### config.mk
export PLATFORM = sky130hd
export DESIGN_NAME = phased_clock_divider
export DESIGN_NICKNAME = d
export VERILOG_FILES = /design/src/rtl/cdv_pkg.sv /design/src/rtl/cdv_sel_decode.sv /design/src/rtl/cdv_cfg_watch.sv /design/src/rtl/cdv_phase_gen.sv /design/src/rtl/phased_clock_divider.sv
export SDC_FILE = /design/constraint.sdc
export NUM_CORES = 1
export LEC_CHECK = 0
export BUFFER_PORTS_ARGS = -buffer_cell sky130_fd_sc_hd__buf_2
export CAP_MARGIN = 20
export CORE_MARGIN = 2
export CORE_UTILIZATION = 60
export CTS_BUF_LIST = sky130_fd_sc_hd__clkbuf_4 sky130_fd_sc_hd__clkbuf_8
export DETAILED_ROUTE_END_ITERATION = 16
export GPL_TIMING_DRIVEN = 0
export HOLD_SLACK_MARGIN = 0.02
export PLACE_DENSITY = 0.78
export SYNTH_ARGS = -nofsm -noshare
export SYNTH_HDL_FRONTEND = slang
export SYNTH_SLANG_ARGS = --single-unit
export TNS_END_PERCENT = 20
### constraint.sdc
create_clock -name clk -period 6.43 [get_ports clk]
set_input_delay 0.643 -clock clk [delete_from_list [all_inputs] [get_ports clk]]
set_output_delay 0.643 -clock clk [all_outputs]
set_load 0.02 [all_outputs]
### src/rtl/cdv_pkg.sv
// Shared types and table functions for the phased clock divider.
// Assumes three-level pins arrive pre-sensed as 2-bit codes.
package cdv_pkg;

    typedef enum logic [1:0] {
        TRI_LOW  = 2'b00,
        TRI_MID  = 2'b01,
        TRI_HIGH = 2'b10
    } tri_e;

    // Clean a raw code: anything not low or high reads as mid.
    function automatic tri_e tri_clean(input logic [1:0] code);
        case (code)
            2'b00:   return TRI_LOW;
            2'b10:   return TRI_HIGH;
            default: return TRI_MID;
        endcase
    endfunction

    // Rank of a level: low=0, mid=1, high=2.
    function automatic logic [1:0] tri_rank(input tri_e lvl);
        case (lvl)
            TRI_LOW:  return 2'd0;
            TRI_HIGH: return 2'd2;
            default:  return 2'd1;
        endcase
    endfunction

    // Table index of a select pair: 3*hi + lo, range 0..8.
    function automatic logic [3:0] pair_index(input tri_e hi, input tri_e lo);
        return 4'(tri_rank(hi)) * 4'd3 + 4'(tri_rank(lo));
    endfunction

    // Divide ratio for a table index.
    function automatic logic [3:0] div_ratio(input logic [3:0] idx);
        case (idx)
            4'd0, 4'd1, 4'd2, 4'd3, 4'd4, 4'd5: return idx + 4'd1;
            4'd6:    return 4'd8;
            4'd7:    return 4'd10;
            default: return 4'd12;
        endcase
    endfunction

endpackage

### src/rtl/cdv_sel_decode.sv
// Select decoder: turns frequency, divide and phase codes into an output
// period in ticks and a rising-edge delay in ticks after the marker.
// Assumes FB_STEP and the centre offset (4) are smaller than N_HIGH, so a
// negative offset always wraps within one period.
module cdv_sel_decode #(
    parameter int N_LOW    = 32,
    parameter int N_MID    = 16,
    parameter int N_HIGH   = 8,
    parameter bit FB_PHASE = 1'b0,
    parameter int FB_STEP  = 4,
    parameter int PW       = 9
) (
    input  logic [1:0]    fs_code,
    input  logic [1:0]    div_hi,
    input  logic [1:0]    div_lo,
    input  logic [1:0]    ph_hi,
    input  logic [1:0]    ph_lo,
    output logic [PW-1:0] period_ticks,
    output logic [PW-1:0] delay_ticks
);
    import cdv_pkg::*;

    localparam logic [3:0] PH_CENTER = 4'd4;

    logic [PW-1:0] n_ticks;
    logic [3:0]    ratio;
    logic [3:0]    ph_idx;
    logic          off_neg;
    logic [PW-1:0] off_mag;

    // Base ticks per nominal period from the frequency-select code.
    always_comb begin
        case (tri_clean(fs_code))
            TRI_LOW:  n_ticks = PW'(N_LOW);
            TRI_HIGH: n_ticks = PW'(N_HIGH);
            default:  n_ticks = PW'(N_MID);
        endcase
    end

    // Divide ratio from the divide pair, then the period.
    always_comb begin
        ratio        = div_ratio(pair_index(tri_clean(div_hi), tri_clean(div_lo)));
        period_ticks = n_ticks * PW'(ratio);
    end

    // Signed offset as sign plus magnitude; the variant is picked by FB_PHASE.
    always_comb begin
        ph_idx = pair_index(tri_clean(ph_hi), tri_clean(ph_lo));
        if (FB_PHASE) begin
            case (tri_clean(ph_lo))
                TRI_LOW:  begin off_neg = 1'b1; off_mag = PW'(FB_STEP); end
                TRI_HIGH: begin off_neg = 1'b0; off_mag = PW'(FB_STEP); end
                default:  begin off_neg = 1'b0; off_mag = '0;           end
            endcase
        end else if (ph_idx < PH_CENTER) begin
            off_neg = 1'b1;
            off_mag = PW'(PH_CENTER - ph_idx);
        end else begin
            off_neg = 1'b0;
            off_mag = PW'(ph_idx - PH_CENTER);
        end
    end

    // Wrap a negative offset into a delay of (period - |k|) ticks.
    always_comb begin
        delay_ticks = off_neg ? (period_ticks - off_mag) : off_mag;
    end

endmodule

### src/rtl/cdv_cfg_watch.sv
// Configuration watcher: flags a one-cycle change whenever the effective
// period or delay differs from the value seen on the previous tick.
// Comparing decoded values makes code aliases (01 vs 11) invisible.
module cdv_cfg_watch #(
    parameter int PW = 9
) (
    input  logic          clk,
    input  logic          rst_n,
    input  logic [PW-1:0] period_ticks,
    input  logic [PW-1:0] delay_ticks,
    output logic          cfg_chg
);
    logic [2*PW-1:0] cfg_q;

    // Track the last effective setting; reset loads the present one.
    always_ff @(posedge clk) begin
        if (!rst_n) begin
            cfg_q <= {period_ticks, delay_ticks};
        end else begin
            cfg_q <= {period_ticks, delay_ticks};
        end
    end

    // A change is any difference from the previous tick's setting.
    always_comb begin
        cfg_chg = ({period_ticks, delay_ticks} != cfg_q);
    end

endmodule

### src/rtl/cdv_phase_gen.sv
// Phase generator: a modulo-period phase counter that is loaded at a
// marker so that it reaches zero 'delay' ticks later, plus a registered
// output that is high for the first half of each period. Output is parked
// low while idle and until the first full pulse after a load.
module cdv_phase_gen #(
    parameter int PW = 9
) (
    input  logic          clk,
    input  logic          rst_n,
    input  logic          ref_mark,
    input  logic          cfg_chg,
    input  logic [PW-1:0] period_ticks,
    input  logic [PW-1:0] delay_ticks,
    output logic          clk_out,
    output logic          run_active,
    output logic          sync_evt,
    output logic [PW-1:0] run_period
);
    logic          run_q;
    logic          armed_q;
    logic          out_q;
    logic [PW-1:0] ph_q;
    logic [PW-1:0] per_q;
    logic [PW-1:0] half_q;
    logic [PW-1:0] load_ph;
    logic [PW-1:0] adv_ph;
    logic          adv_wrap;

    // Resynchronise on a marker when idle or when the setting just changed.
    always_comb begin
        sync_evt = ref_mark && (!run_q || cfg_chg);
    end

    // Phase to load at a marker, and the free-running next phase.
    always_comb begin
        load_ph  = (delay_ticks == '0) ? '0 : (period_ticks - delay_ticks);
        adv_wrap = (ph_q == per_q - PW'(1));
        adv_ph   = adv_wrap ? '0 : (ph_q + PW'(1));
    end

    // Main state: load on sync, park on change, advance while running.
    always_ff @(posedge clk) begin
        if (!rst_n) begin
            run_q   <= 1'b0;
            armed_q <= 1'b0;
            out_q   <= 1'b0;
            ph_q    <= '0;
            per_q   <= '0;
            half_q  <= '0;
        end else if (sync_evt) begin
            run_q   <= 1'b1;
            per_q   <= period_ticks;
            half_q  <= period_ticks >> 1;
            ph_q    <= load_ph;
            armed_q <= (load_ph == '0);
            out_q   <= (load_ph == '0);
        end else if (cfg_chg) begin
            run_q   <= 1'b0;
            armed_q <= 1'b0;
            out_q   <= 1'b0;
        end else if (run_q) begin
            ph_q    <= adv_ph;
            armed_q <= armed_q || adv_wrap;
            out_q   <= (armed_q || adv_wrap) && (adv_ph < half_q);
        end
    end

    // Drive the status outputs seen by the top level.
    always_comb begin
        clk_out    = out_q;
        run_active = run_q;
        run_period = per_q;
    end

endmodule

### src/rtl/phased_clock_divider.sv
// Top level of one bank clock: decodes the selects, watches for setting
// changes and drives the phase generator. Runs entirely on the tU tick.
// Assumes ref_mark is a one-tick pulse synchronous to clk.
module phased_clock_divider #(
    parameter int N_LOW     = 32,
    parameter int N_MID     = 16,
    parameter int N_HIGH    = 8,
    parameter int MAX_RATIO = 12,
    parameter bit FB_PHASE  = 1'b0,
    parameter int FB_STEP   = 4
) (
    input  logic       clk,
    input  logic       rst_n,
    input  logic       ref_mark,
    input  logic [1:0] fs_sel,
    input  logic [1:0] div_sel_hi,
    input  logic [1:0] div_sel_lo,
    input  logic [1:0] ph_sel_hi,
    input  logic [1:0] ph_sel_lo,
    output logic       clk_out
);
    localparam int MAX_NL = (N_LOW > N_MID) ? N_LOW : N_MID;
    localparam int MAX_N  = (MAX_NL > N_HIGH) ? MAX_NL : N_HIGH;
    localparam int PW     = $clog2(MAX_N * MAX_RATIO + 1);

    logic [PW-1:0] period_ticks;
    logic [PW-1:0] delay_ticks;
    logic [PW-1:0] run_period;
    logic          cfg_chg;
    logic          run_active;
    logic          sync_evt;

    cdv_sel_decode #(
        .N_LOW   (N_LOW),
        .N_MID   (N_MID),
        .N_HIGH  (N_HIGH),
        .FB_PHASE(FB_PHASE),
        .FB_STEP (FB_STEP),
        .PW      (PW)
    ) u_decode (
        .fs_code     (fs_sel),
        .div_hi      (div_sel_hi),
        .div_lo      (div_sel_lo),
        .ph_hi       (ph_sel_hi),
        .ph_lo       (ph_sel_lo),
        .period_ticks(period_ticks),
        .delay_ticks (delay_ticks)
    );

    cdv_cfg_watch #(
        .PW(PW)
    ) u_watch (
        .clk         (clk),
        .rst_n       (rst_n),
        .period_ticks(period_ticks),
        .delay_ticks (delay_ticks),
        .cfg_chg     (cfg_chg)
    );

    cdv_phase_gen #(
        .PW(PW)
    ) u_phase (
        .clk         (clk),
        .rst_n       (rst_n),
        .ref_mark    (ref_mark),
        .cfg_chg     (cfg_chg),
        .period_ticks(period_ticks),
        .delay_ticks (delay_ticks),
        .clk_out     (clk_out),
        .run_active  (run_active),
        .sync_evt    (sync_evt),
        .run_period  (run_period)
    );

endmodule

# After elaboration in Yosys (flattened, before gate mapping)
# Index checks and enable logic that the tools add are counted.
[op_classes] add_sub_neg=9 mul=3 order_cmp=2 eq_ne=20 n_mux=27 reduce_logical=23
[op_table] cell="9-bit two-way mux" n=7
[op_table] cell="2-bit one-hot mux with 2 select lines" n=9
[op_table] cell="2-bit equality test, second input constant" n=10
[op_table] cell="2-bit zero test" n=10
[op_table] cell="9-bit zero test" n=2
[op_table] cell="18-bit != test" n=1
[op_table] cell="9-bit subtractor" n=2
[op_table] cell="4-bit by 3-bit equality test with 1-bit output, second input constant" n=4
[op_table] cell="4-bit one-hot mux with 3 select lines" n=1
[op_table] cell="6-bit one-hot mux with 2 select lines" n=1
[op_table] cell="9-bit by 1-bit adder with 9-bit output, second input constant" n=1
[op_table] cell="9-bit equality test" n=1
[op_table] cell="9-bit by 8-bit less-than comparator with 1-bit output" n=1
[op_table] cell="6-bit by 4-bit multiplier with 9-bit output" n=1
[op_table] cell="1-bit two-way mux" n=9
[op_table] cell="9-bit by 1-bit subtractor with 9-bit output, second input constant" n=1
[op_table] cell="4-bit by 2-bit adder with 4-bit output" n=2
[op_table] cell="4-bit by 2-bit equality test with 1-bit output, second input constant" n=2
[op_table] cell="2-bit by 2-bit multiplier with 4-bit output, second input constant" n=2
[op_table] cell="6-bit OR reduction" n=1
[op_table] cell="3-bit by 4-bit subtractor with 5-bit output, first input constant" n=1
[op_table] cell="4-bit by 3-bit subtractor with 5-bit output, second input constant" n=1
[op_table] cell="4-bit by 1-bit adder with 4-bit output, second input constant" n=1
[op_table] cell="4-bit by 1-bit equality test with 1-bit output, second input constant" n=1
[op_table] cell="9 further kinds" n=12
[totals] register_bits=47 input_bits=13 out_inout_bits=1 word_cells=91

# Logic depth before layout (Yosys ltp)
# Gate-level depths: netlist of run 1.
[depth] ltp_word=17 ltp_mapped=26 ltp_nobuf=26

# Hierarchy
# Synthesis of run 1 repeated with hierarchy kept, for this count alone.
[hier_totals] hier_cells=416 hier_area_um2=3344.5
[by_module_without_submodules] mod="cdv_phase_gen" n_inst=1 cells_per_inst=268 area_per_inst_um2=1951.9
[by_module_without_submodules] mod="cdv_sel_decode" n_inst=1 cells_per_inst=106 area_per_inst_um2=832.0
[by_module_without_submodules] mod="cdv_cfg_watch" n_inst=1 cells_per_inst=42 area_per_inst_um2=560.5

# Worst setup path after synthesis of run 1
# No wires, ideal clock.
[synth_timing] path_type="input port to flip-flop" startpoint="input div_sel_hi[1]" endpoint="register u_phase.out_q (netlist: u_phase.clk_out)" setup_ns=0.076 arrival_ns=5.873 slack_ns=0.481 path_stages=25 cell_sequence="or2_2 > ha_1 > ha_1 > inv_1 > fa_1 > o22ai_1 > nand2_1 > fa_1 > inv_1 > ha_1 > inv_1 > fa_1 > buf_2 > nor3b_2 > a211oi_1 > nor4_1 > nand2_1 > ha_1 > a21o_1 > a41o_1 > nand2_1 > mux2i_1 > o41ai_1 > o211ai_1 > a21boi_0"
[synth_via] elab_chain_len=16
[synth_lines] element="start, declared" line="phased_clock_divider.sv:16" rtl="input logic [1:0] div_sel_hi,"
[synth_lines] element="2-bit equality test or 2-bit zero test (tied branches)" line="cdv_pkg.sv:13" rtl="case (code)"
[synth_lines] element="2-bit one-hot mux with 2 select lines (*)" line="cdv_pkg.sv:13"
[synth_lines] element="2-bit equality test or 2-bit zero test (tied branches)" line="cdv_pkg.sv:22" rtl="case (lvl)"
[synth_lines] element="2-bit one-hot mux with 2 select lines (*)" line="cdv_pkg.sv:22"
[synth_lines] element="2-bit by 2-bit multiplier with 4-bit output (*)" line="cdv_pkg.sv:31" rtl="return 4'(tri_rank(hi)) * 4'd3 + 4'(tri_rank(lo));"
[synth_lines] element="4-bit by 2-bit adder with 4-bit output (*)" line="cdv_pkg.sv:31"
[synth_lines] element="branches (longest 2 deep; another with 4-bit by 1-bit adder with 4-bit output)"
[synth_lines] element="4-bit one-hot mux with 3 select lines (*)" line="cdv_pkg.sv:36" rtl="case (idx)"
[synth_lines] element="6-bit by 4-bit multiplier with 9-bit output (*)" line="cdv_sel_decode.sv:43" rtl="period_ticks = n_ticks * PW'(ratio);"
[synth_lines] element="9-bit subtractor" line="cdv_sel_decode.sv:66" rtl="delay_ticks = off_neg ? (period_ticks - off_mag) : off_mag;"
[synth_lines] element="9-bit two-way mux" line="cdv_sel_decode.sv:66"
[synth_lines] element="9-bit subtractor, or another cell as far along" line="cdv_phase_gen.sv:36" rtl="load_ph = (delay_ticks == '0) ? '0 : (period_ticks - delay_ticks);"
[synth_lines] element="9-bit two-way mux or 1-bit logical OR (tied branches)" line="cdv_phase_gen.sv:36, cdv_phase_gen.sv:31"
[synth_lines] element="9-bit zero test or 1-bit logical AND (tied branches)" line="cdv_phase_gen.sv:56, cdv_phase_gen.sv:31"
[synth_lines] element="1-bit two-way mux or 3-bit nonzero test (tied branches)"
[synth_lines] element="end signal, assigned" line="cdv_phase_gen.sv:56" rtl="out_q <= (load_ph == '0);"
[synth_lines] element="end signal, assigned" line="cdv_phase_gen.sv:64" rtl="out_q <= (armed_q || adv_wrap) && (adv_ph < half_q);"
[synth_lines] element="end, declared" line="cdv_phase_gen.sv:21" rtl="logic out_q;"
# Every way passes the cells marked *.
# A chain may end at the register's enable or synchronous reset.

# Worst setup path in the final report of run 1
# Ends and elaborated chain as after synthesis.

==> results of run 1 <==
worst paths after layout:
check,to,cells past startpoint,from
max,u_phase.clk_out$_SDFFE_PN0P_,25,div_sel_hi[1]
min,u_phase.run_period[8]$_SDFFE_PN0P_,2,u_phase.run_period[8]$_SDFFE_PN0P_
max reg2reg,u_phase.clk_out$_SDFFE_PN0P_,18,u_phase.run_period[3]$_SDFFE_PN0P_
min reg2reg,u_phase.run_period[8]$_SDFFE_PN0P_,2,u_phase.run_period[8]$_SDFFE_PN0P_
synth_stat cells (4+ instances only):
cell type | number | area (sq um)
or2_2 | 4 | 25.02
xor2_1 | 15 | 131.4
nand3b_1 | 4 | 30.03
o21ai_0 | 15 | 75.07
nor4_1 | 5 | 31.28
a21o_1 | 5 | 37.54
dfxtp_1 | 33 | 660.6
buf_2 | 5 | 25.02
nor3_1 | 17 | 85.08
ha_1 | 33 | 412.9
nor2_1 | 35 | 131.4
or3_1 | 6 | 37.54
nor2b_1 | 9 | 56.30
nand2_1 | 18 | 67.56
a211oi_1 | 9 | 67.56
nand4_1 | 7 | 43.79
nand3_1 | 15 | 75.07
fa_1 | 4 | 80.08
a21oi_1 | 22 | 110.1
nand2b_1 | 8 | 50.05
xnor2_1 | 16 | 140.1
inv_1 | 29 | 108.9
mux2i_1 | 6 | 60.06
clkbuf_1 | 20 | 75.07
worst max-delay path, cell delays in order:
cell      delay (ns)
buf_2           0.12
or2_2           0.29
ha_1            0.28
ha_1            0.32
ha_1            0.29
o22ai_2         0.20
nand2_1         0.09
fa_1            0.48
inv_1           0.04
ha_1            0.29
inv_1           0.06
fa_1            0.53
clkbuf_4        0.21
nor3b_4         0.30
nor4_1          0.09
nor4_2          0.39
nand2_1         0.13
ha_1            0.37
a21o_1          0.18
a41o_1          0.21
nand2_1         0.06
mux2i_1         0.11
o41ai_2         0.29
o211ai_1        0.19
a21boi_0        0.20
routing by layer:
| metal | track usage | routed length, microns | vias to the layer above |
|---|---|---|---|
| met5 | 0 | 0 | - |
| met1 | 0.3569 | 3733 | 1456 |
| met3 | 0.03977 | 334 | 11 |
| met2 | 0.4339 | 3469 | 78 |
| li1 | - | - | 1522 |
| met4 | 0.08276 | 105 | 0 |
metrics by stage:
stage          hold slack (ns)  setup WS [ns]    util  instances
2_1_floorplan           0.4784         0.4812       -        416
3_3_place_gp            0.5133        -0.2840  0.6461        500
4_1_cts                 0.5234        0.09921  0.6632        506
5_1_grt                 0.5722       -0.01390  0.6651        506
3_5_place_dp            0.5153        -0.3811  0.6461        500
6_report                0.5271         0.2479  0.6651        506
where the power goes:
| part | total, mW | switching [mW] | internal [mW] |
|---|---|---|---|
| registers | 0.267 | 0.0255 | 0.241 |
| logic | 0.525 | 0.302 | 0.222 |
| clock network | 0.144 | 0.0727 | 0.0711 |
repair_timing:
item / 4_1_cts / 5_1_grt
resized for setup: 3 / 5
endpoints found under the setup margin: 2 / 3
hold endpoints to repair: 0 / 0
pin swaps: 0 / 2
registers in the layout, summed over array words and instances (netlist names):
| register | cells |
|---|---|
| u_watch.cfg_q | 15 |
| u_phase.ph_q | 9 |
| u_phase.run_active | 1 |
| u_phase.run_period | 6 |
| u_phase.armed_q | 1 |
| u_phase.clk_out | 1 |
cell families (layout without fill, tap and decap cells):
group / Yosys count / after routing / share of synthesized area
AOI/OAI and AO/OA: 92 / 92 / 0.2021
xor gates and xnor gates: 35 / 35 / 0.1027
adders and majority gates: 37 / 37 / 0.1456
buffers and inverters: 60 / 78 / 0.07279
DFF: 33 / 33 / 0.1951
muxes: 8 / 8 / 0.02439
and+or+nand+nor: 151 / 151 / 0.2572
layout make-up:
| type | count | share of cell area |
|---|---|---|
| Clock buffer | 5 | 0.01891 |
| Sequential cell | 33 | 0.1815 |
| Clock inverter | 1 | 0.001375 |
| Buffer | 29 | 0.03678 |
| Tap cell | 72 | 0.02475 |
| Timing Repair Buffer | 12 | 0.01650 |
| Multi-Input combinational cell | 323 | 0.6882 |
| Inverter | 31 | 0.03197 |
==> impl_metrics.env, run 1 <==
export IMPL_ys_seq_area_frac=0.1951
export IMPL_synth_area_sq_mm=0.003386
export IMPL_post_route_min_period_ns=6.182
export IMPL_fp_dieW_microns=79.12
export IMPL_start_util=0.6187
export IMPL_firstDrtPassIters=5
export IMPL_slew_headroom=0.5183
export IMPL_synth_cells=416
export IMPL_max_slew_worst_pin_slew_ns=0.7171
export IMPL_crit_fanout=9
export IMPL_overflow=0
export IMPL_setup_violations=0
export IMPL_die_area_sq_mm=0.006260
export IMPL_coreArea_sq_mm=0.005473
export IMPL_synthFlopType="dfxtp_1"
export IMPL_syn_to_final_growth_pct=7.502
export IMPL_grt_pass1_wl_microns=13120
export IMPL_fin_setup_tns_ns=0
export IMPL_drive_gt1_frac=0.1244
export IMPL_regToRegSetupSlack_ns=2.74
export IMPL_final_cell_mix="nor2_1, ha_1, dfxtp_1"
export IMPL_nets=485
export IMPL_cts_buffers=5
export IMPL_async_flop_share=0
export IMPL_clock_latency_ns=0.28
export IMPL_rows=27
export IMPL_final_setup_skew_ns=0.004241
export IMPL_multiInputGateArea_sq_mm=0.002505
export IMPL_worst_ep_arrival_time_ns=6.38
export IMPL_power_density_mw_per_mm2=257.0
export IMPL_finalHoldViolCount=0
export IMPL_ir_drop_uv=121.9
export IMPL_grt_use_total=0.2644
export IMPL_min_path_type="flop to flop"
export IMPL_synth_distinct_cells=72
export IMPL_cts_tree="yes"
export IMPL_ys_seq_elements=33
export IMPL_synth_edff_count=0
export IMPL_status="completed"
export IMPL_placed_area_sq_mm=0.003536
export IMPL_p_leak_nw=1.568
export IMPL_fmax_ghz=0.1618
export IMPL_grt_max_degree=11
export IMPL_first_global_vias=2886
export IMPL_critPathCaptureType="flop"
export IMPL_drt_initial_drc_count=227
export IMPL_drcViolationCount=0
export IMPL_synth_warnings=0
export IMPL_p_total_mw=0.9353
export IMPL_drtAntennaViolNets=0
export IMPL_fill_cells=477
export IMPL_cts_root_buffer="clkbuf_8"
export IMPL_syn_num_nets=466
export IMPL_required_ns=6.63
export IMPL_dieHeight_microns=79.12
export IMPL_avgViaCountPerCell=6.061
export IMPL_wirelength_microns=7642
export IMPL_via_count=3067
export IMPL_seq_area_sq_um=660.6
export IMPL_dp_hpwl_microns=6009
export IMPL_clk_path_buf_depth=2
export IMPL_clkSlewWorstSetupHoldPaths_ns=0.06
export IMPL_syn_area_per_cell_sq_um=8.139
export IMPL_htreeDepth=2
export IMPL_drv_cap=0
export IMPL_min_period_over_period=0.9614
export IMPL_stdcell_area_sq_mm=0.003640
export IMPL_mostFrequentLayoutCell="nor2_1"
export IMPL_cts_sinks=33
export IMPL_antenna_cells=0
export IMPL_start_kind="primary input"
export IMPL_port_buffers=12
export IMPL_post_cts_buffers=0
export IMPL_antenna_found_initial=0
export IMPL_ctsHoldBuffers=0
export IMPL_wl_per_cell_microns=15.10
export IMPL_drv_slew=0
export IMPL_path_class="primary input to flop"
export IMPL_pin_count=14
export IMPL_gp_congestion=0.8734
Note: power is estimated with default switching activity, not from simulation.
==> run 2, diff against run 1 <==
--- a/config.mk
+++ b/config.mk
@@ -14,6 +14,7 @@
 export GPL_TIMING_DRIVEN = 0
 export HOLD_SLACK_MARGIN = 0.02
 export PLACE_DENSITY = 0.78
+export SETUP_SLACK_MARGIN = 0.5
 export SYNTH_ARGS = -nofsm -noshare
 export SYNTH_HDL_FRONTEND = slang
 export SYNTH_SLANG_ARGS = --single-unit
==> run 2 against run 1 <==
  * Sequential share of layout area is 1.4 points lower
  * Hold slack worse by 0.0021 ns
  * Fmax is 5.1% higher
  * Final cell count is 1.8% higher
  * Routed wire length is 6.7% higher
  * Die area stayed put
  * Total power is 17% higher
  * Count of clock-buffer cells in the layout stayed put
==> impl_metrics.env, run 2 (synthesis results as in run 1) <==
export IMPL_slew_headroom=0.4681
export IMPL_status="completed"
export IMPL_htreeDepth=2
export IMPL_stdcell_area_sq_mm=0.003934
export IMPL_wl_per_cell_microns=15.84
export IMPL_syn_to_final_growth_pct=16.19
export IMPL_fin_ws_ns=0.5466
export IMPL_hold_start="u_phase.run_period[8]$_SDFFE_PN0P_"
export IMPL_multiInputGateArea_sq_mm=0.002633
export IMPL_seq_area_sq_um=660.6
export IMPL_via_count=3120
export IMPL_drt_initial_drc_count=246
export IMPL_mostFrequentLayoutCell="nor2_1"
export IMPL_antenna_found_initial=0
export IMPL_finalHoldViolCount=0
export IMPL_required_ns=6.66
export IMPL_drv_cap=0
export IMPL_fin_util=0.7188
export IMPL_regToRegSetupSlack_ns=2.76
export IMPL_min_path_type="flop to flop"
export IMPL_worst_ep_arrival_time_ns=6.11
export IMPL_placed_area_sq_mm=0.003542
export IMPL_fmax_ghz=0.1700
export IMPL_firstDrtPassIters=5
export IMPL_path_class="primary input to flop"
export IMPL_switchingPower_mw=0.4304
export IMPL_setup_violations=0
export IMPL_antenna_cells=0
export IMPL_cts_root_buffer="clkbuf_8"
export IMPL_grt_use_total=0.2655
export IMPL_largest_reg_flops=15
export IMPL_ctsHoldBuffers=0
export IMPL_p_total_mw=1.092
export IMPL_wirelength_microns=8157
export IMPL_hold_path_end="u_phase.run_period[8]$_SDFFE_PN0P_"
export IMPL_fp_dieW_microns=79.12
export IMPL_power_frac_comb=0.540
export IMPL_critPathCaptureType="flop"
export IMPL_r2r_end="u_phase.clk_out$_SDFFE_PN0P_"
export IMPL_overflow=0
export IMPL_first_global_vias=2996
export IMPL_swShare=0.3940
export IMPL_rsz0062_at_grt="yes"
export IMPL_ir_drop_uv=149.1
export IMPL_max_slew_worst_pin_slew_ns=0.7918
export IMPL_nets=492
export IMPL_drv_slew=0
export IMPL_p_leak_nw=1.646
export IMPL_r2r_start="u_phase.run_period[3]$_SDFFE_PN0P_"
export IMPL_rr_worst_depth=18
export IMPL_start_util=0.6187
export IMPL_coreArea_sq_mm=0.005473
export IMPL_cts_tree="yes"
export IMPL_gp_congestion=0.8995
export IMPL_cts_buffers=5
export IMPL_avgViaCountPerCell=6.058
export IMPL_seqPwrFrac=0.245
export IMPL_grt_pass1_wl_microns=13390
export IMPL_die_area_sq_mm=0.006260
export IMPL_final_cell_mix="nor2_1, dfxtp_1, inv_1"
export IMPL_min_period_over_period=0.9150
export IMPL_clkSlewWorstSetupHoldPaths_ns=0.07
export IMPL_fin_cells=515
export IMPL_pin_count=14
export IMPL_numPlacedInstances=500
export IMPL_crit_fanout=6
export IMPL_fill_cells=434
export IMPL_regMostFlops="u_watch.cfg_q"
export IMPL_fin_setup_tns_ns=0
export IMPL_clk_path_buf_depth=2
export IMPL_preCtsSetupSlack_ns=-0.2889
export IMPL_clock_latency_ns=0.29
export IMPL_drcViolationCount=0
export IMPL_dp_hpwl_microns=6078
export IMPL_dieHeight_microns=79.12
export IMPL_power_density_mw_per_mm2=277.7
export IMPL_p_int_mw=0.6619
export IMPL_start_kind="primary input"
export IMPL_rows=27
export IMPL_hold_path_depth=2
export IMPL_hold_ws_ns=0.5251
export IMPL_drive_gt1_frac=0.1874
export IMPL_drtAntennaViolNets=0
export IMPL_final_setup_skew_ns=0.007447
export IMPL_port_buffers=12
export IMPL_power_frac_clock=0.215
export IMPL_post_route_min_period_ns=5.883
export IMPL_cts_sinks=33
export IMPL_grt_max_degree=12
run 2: changes by cell type in the layout (fill, tap and decap cells not counted), moves of 2 or more:
cell       previous run  this run
buf_12                0         2
buf_4                 2         6
buf_6                 1         4
bufinv_16             0         2
clkbuf_1             19        17
ha_1                 33        24
ha_2                  0         2
ha_4                  0         7
inv_1                29        26
inv_2                 1         4
run 2: cell type report:
type,count,area share
buffer,29,0.03721
clock buffer,5,0.01749
clock inverter,3,0.01654
inverter,31,0.02958
multi-input combinational,323,0.6692
sequential,33,0.1679
tap,72,0.02290
timing repair buffer,19,0.03912
run 2: layer usage:
layer / up-vias / GRT usage / part of all wire / wire, microns
met4: 0 / 0.07931 / 0.017 / 138
li1: 1543 / - / - / -
met3: 13 / 0.04205 / 0.060 / 488
met2: 83 / 0.4466 / 0.48 / 3875
met1: 1481 / 0.3500 / 0.45 / 3654
met5: - / 0 / 0 / 0
run 2: how the worst max path moves through the flow:
stage	startpoint	endpoint	slack [ns]
6_report	div_sel_hi[0]	u_phase.armed_q$_SDFFE_PN0P_	0.55
5_1_grt	div_sel_hi[0]	u_phase.armed_q$_SDFFE_PN0P_	0.33
4_1_cts	div_sel_hi[1]	u_phase.clk_out$_SDFFE_PN0P_	0.50
3_5_place_dp	div_sel_hi[0]	u_phase.clk_out$_SDFFE_PN0P_	-0.29
3_3_place_gp	div_sel_hi[1]	u_phase.armed_q$_SDFFE_PN0P_	-0.25
2_1_floorplan	div_sel_hi[1]	u_phase.clk_out$_SDFFE_PN0P_	0.52
run 2: what timing repair did:
| item | in CTS | in global routing |
|---|---|---|
| pin swaps | 5 | 17 |
| setup endpoints to repair | 18 | 18 |
| setup buffers | 3 | 4 |
| resized for setup | 9 | 33 |
run 2: power groups by stage:
| stage | combinational (mW) | sequential, mW | clock [mW] |
|---|---|---|---|
| floorplan | 0.412 | 0.265 | 0 |
| global route | 0.651 | 0.272 | 0.246 |
| finish | 0.590 | 0.267 | 0.235 |
| CTS | 0.538 | 0.266 | 0.234 |
| detailed placement | 0.507 | 0.271 | 0 |
| global placement | 0.495 | 0.269 | 0 |
run 2: worst max-delay path: stages:
cell      delay, ns
buf_8          0.10
or2_4          0.25
ha_4           0.27
ha_4           0.12
inv_2          0.03
fa_1           0.47
o22ai_2        0.17
nand2_2        0.09
fa_1           0.55
inv_2          0.05
ha_4           0.26
inv_2          0.03
fa_1           0.50
buf_6          0.12
nor3b_4        0.29
nor4_2         0.10
nor4_2         0.36
nand2_1        0.18
ha_4           0.30
a21o_1         0.15
a41o_1         0.21
nand2_1        0.08
mux2i_2        0.08
o41ai_2        0.37
o211ai_1       0.18
a21boi_1       0.17
==> run 3, diff against run 2 <==
==> constraint.sdc (replaced) <==
create_clock -name clk -period 7 [get_ports clk]
set_input_delay 0.7 -clock clk [delete_from_list [all_inputs] [get_ports clk]]
set_output_delay 0.7 -clock clk [all_outputs]
set_load 0.02 [all_outputs]
==> run 3 against run 2 <==
  * Sequential share of layout area is 1.4 points higher
  * Final cell count is 1.7% lower
  * Register-to-register slack better by 0.55 ns
  * Count of clock-buffer cells in the layout is the same
  * Total power decreased by 21%
  * First-iteration DRC count shrank 5.7%
  * Clock skew decreased by 0.0033 ns
  * Clock power shrank 43%
  * Global-route usage is 0.11 points lower
  * Non-clock buffer count decreased by 7
  * Critical path type unchanged
  * Critical endpoint is now u_phase.clk_out$_SDFFE_PN0P_
  * Largest cell class unchanged
  * Highest routed layer unchanged
==> impl_metrics.env, run 3 (synthesis results as in run 1) <==
export IMPL_status="completed"
export IMPL_fin_setup_tns_ns=0
export IMPL_cts_root_buffer="clkbuf_8"
export IMPL_firstDrtPassIters=5
export IMPL_grt_pass1_wl_microns=13120
export IMPL_cp_slowest_stage_delay_ns=0.53
export IMPL_cts_tree="yes"
export IMPL_grt_max_degree=11
export IMPL_largest_reg_flops=15
export IMPL_cts_buffers=5
export IMPL_grt_use_total=0.2644
export IMPL_via_count=3084
export IMPL_hold_start="u_phase.run_period[8]$_SDFFE_PN0P_"
export IMPL_dieHeight_microns=79.12
export IMPL_syn_to_final_growth_pct=7.317
export IMPL_r2r_start="u_phase.run_period[3]$_SDFFE_PN0P_"
export IMPL_wirelength_microns=7657
export IMPL_overflow=0
export IMPL_drive_gt1_frac=0.1221
export IMPL_start_util=0.6187
export IMPL_max_slew_worst_pin_slew_ns=0.7216
export IMPL_gp_congestion=0.8734
export IMPL_placed_area_sq_mm=0.003536
export IMPL_clock_latency_ns=0.28
export IMPL_cts_sinks=33
export IMPL_first_global_vias=2886
export IMPL_fill_cells=479
export IMPL_required_ns=7.20
export IMPL_clk_path_buf_depth=2
export IMPL_post_route_min_period_ns=6.305
export IMPL_antenna_cells=0
export IMPL_wl_per_cell_microns=15.13
export IMPL_crit_fanout=9
export IMPL_drtAntennaViolNets=0
export IMPL_crit_top_cell="ha_1"
export IMPL_slew_headroom=0.5152
export IMPL_final_cell_mix="nor2_1, ha_1, dfxtp_1"
export IMPL_coreArea_sq_mm=0.005473
export IMPL_pin_count=14
export IMPL_slowest_stage="fa_1"
export IMPL_antenna_found_initial=0
export IMPL_clkSlewWorstSetupHoldPaths_ns=0.06
export IMPL_mostFrequentLayoutCell="nor2_1"
export IMPL_setup_violations=0
export IMPL_rsz0062_at_grt="yes"
export IMPL_drv_slew=0
export IMPL_worst_ep_arrival_time_ns=6.51
export IMPL_p_total_mw=0.8585
export IMPL_start_kind="primary input"
export IMPL_dp_hpwl_microns=6009
export IMPL_path_class="primary input to flop"
export IMPL_crit_family="adder cells"
export IMPL_p_leak_nw=1.566
export IMPL_power_density_mw_per_mm2=236.3
export IMPL_avgViaCountPerCell=6.095
export IMPL_critPathBufInv=5
export IMPL_drv_cap=0
export IMPL_regToRegSetupSlack_ns=3.31
export IMPL_min_path_type="flop to flop"
export IMPL_ir_drop_uv=111.7
export IMPL_final_setup_skew_ns=0.004100
export IMPL_regMostFlops="u_watch.cfg_q"
export IMPL_post_cts_buffers=0
export IMPL_drt_initial_drc_count=232
export IMPL_stdcell_area_sq_mm=0.003633
export IMPL_cp_startpoint="div_sel_hi[1]"
export IMPL_port_buffers=12
export IMPL_fin_cells=506
export IMPL_multiInputGateArea_sq_mm=0.002499
export IMPL_finalHoldViolCount=0
export IMPL_ctsHoldBuffers=0
export IMPL_fmax_ghz=0.1586
export IMPL_nets=485
export IMPL_numPlacedInstances=500
export IMPL_die_area_sq_mm=0.006260
export IMPL_min_period_over_period=0.9007
export IMPL_critPathCaptureType="flop"
export IMPL_htreeDepth=2
export IMPL_drcViolationCount=0
export IMPL_rows=27
export IMPL_fp_dieW_microns=79.12
export IMPL_seq_area_sq_um=660.6
## run 3: cell count changes in the layout (fill, tap and decap cells not counted), sizes merged
cell    before  now
buf         29   20
bufinv       2    0
clkbuf      24   26
## run 3: worst min-delay path: stages (launching register included)
cell and delay [ns]:
dfxtp_1 0.34, o21ai_0 0.08, a21oi_1 0.06
## run 3: layout make-up
class,instances,share of cell area
Clock inverter,1,0.001377
Buffer,29,0.03685
Inverter,31,0.03202
Clock buffer,5,0.01894
Sequential cell,33,0.1818
Tap cell,72,0.02479
Multi-Input combinational cell,323,0.6877
Timing Repair Buffer,12,0.01653
## run 3: path summary, 6_finish.rpt
kind,to,depth (start not counted)
max,u_phase.clk_out$_SDFFE_PN0P_,26
min,u_phase.run_period[8]$_SDFFE_PN0P_,2
max reg2reg,u_phase.clk_out$_SDFFE_PN0P_,18
min reg2reg,u_phase.run_period[8]$_SDFFE_PN0P_,2
## run 3: timing repair
item / in CTS / in global routing
pin swaps: 0 / 2
resized for setup: 2 / 5
endpoints found under the setup margin: 2 / 2
## run 3: metal layers
layer / track usage / vias up / wire length, microns
li1: - / 1521 / -
met1: 0.3569 / 1468 / 3760
met2: 0.4339 / 82 / 3469
met3: 0.03977 / 13 / 316
met4: 0.08276 / 0 / 110
met5: 0 / - / 0
## run 3: stage by stage
step | hold slack (ns) | util | setup WS (ns)
floorplan | 0.4784 | - | 0.9942
global placement | 0.5133 | 0.6461 | 0.2290
detailed placement | 0.5153 | 0.6461 | 0.1319
CTS | 0.5234 | 0.6619 | 0.5116
global route | 0.5722 | 0.6639 | 0.4357
finish | 0.5270 | 0.6639 | 0.6948
## run 3: power breakdown
group	switching [mW]	leakage (nW)	internal, mW
Clock	0.0672	0.0399	0.0653
Sequential	0.0234	0.273	0.222
Combinational	0.278	1.25	0.203
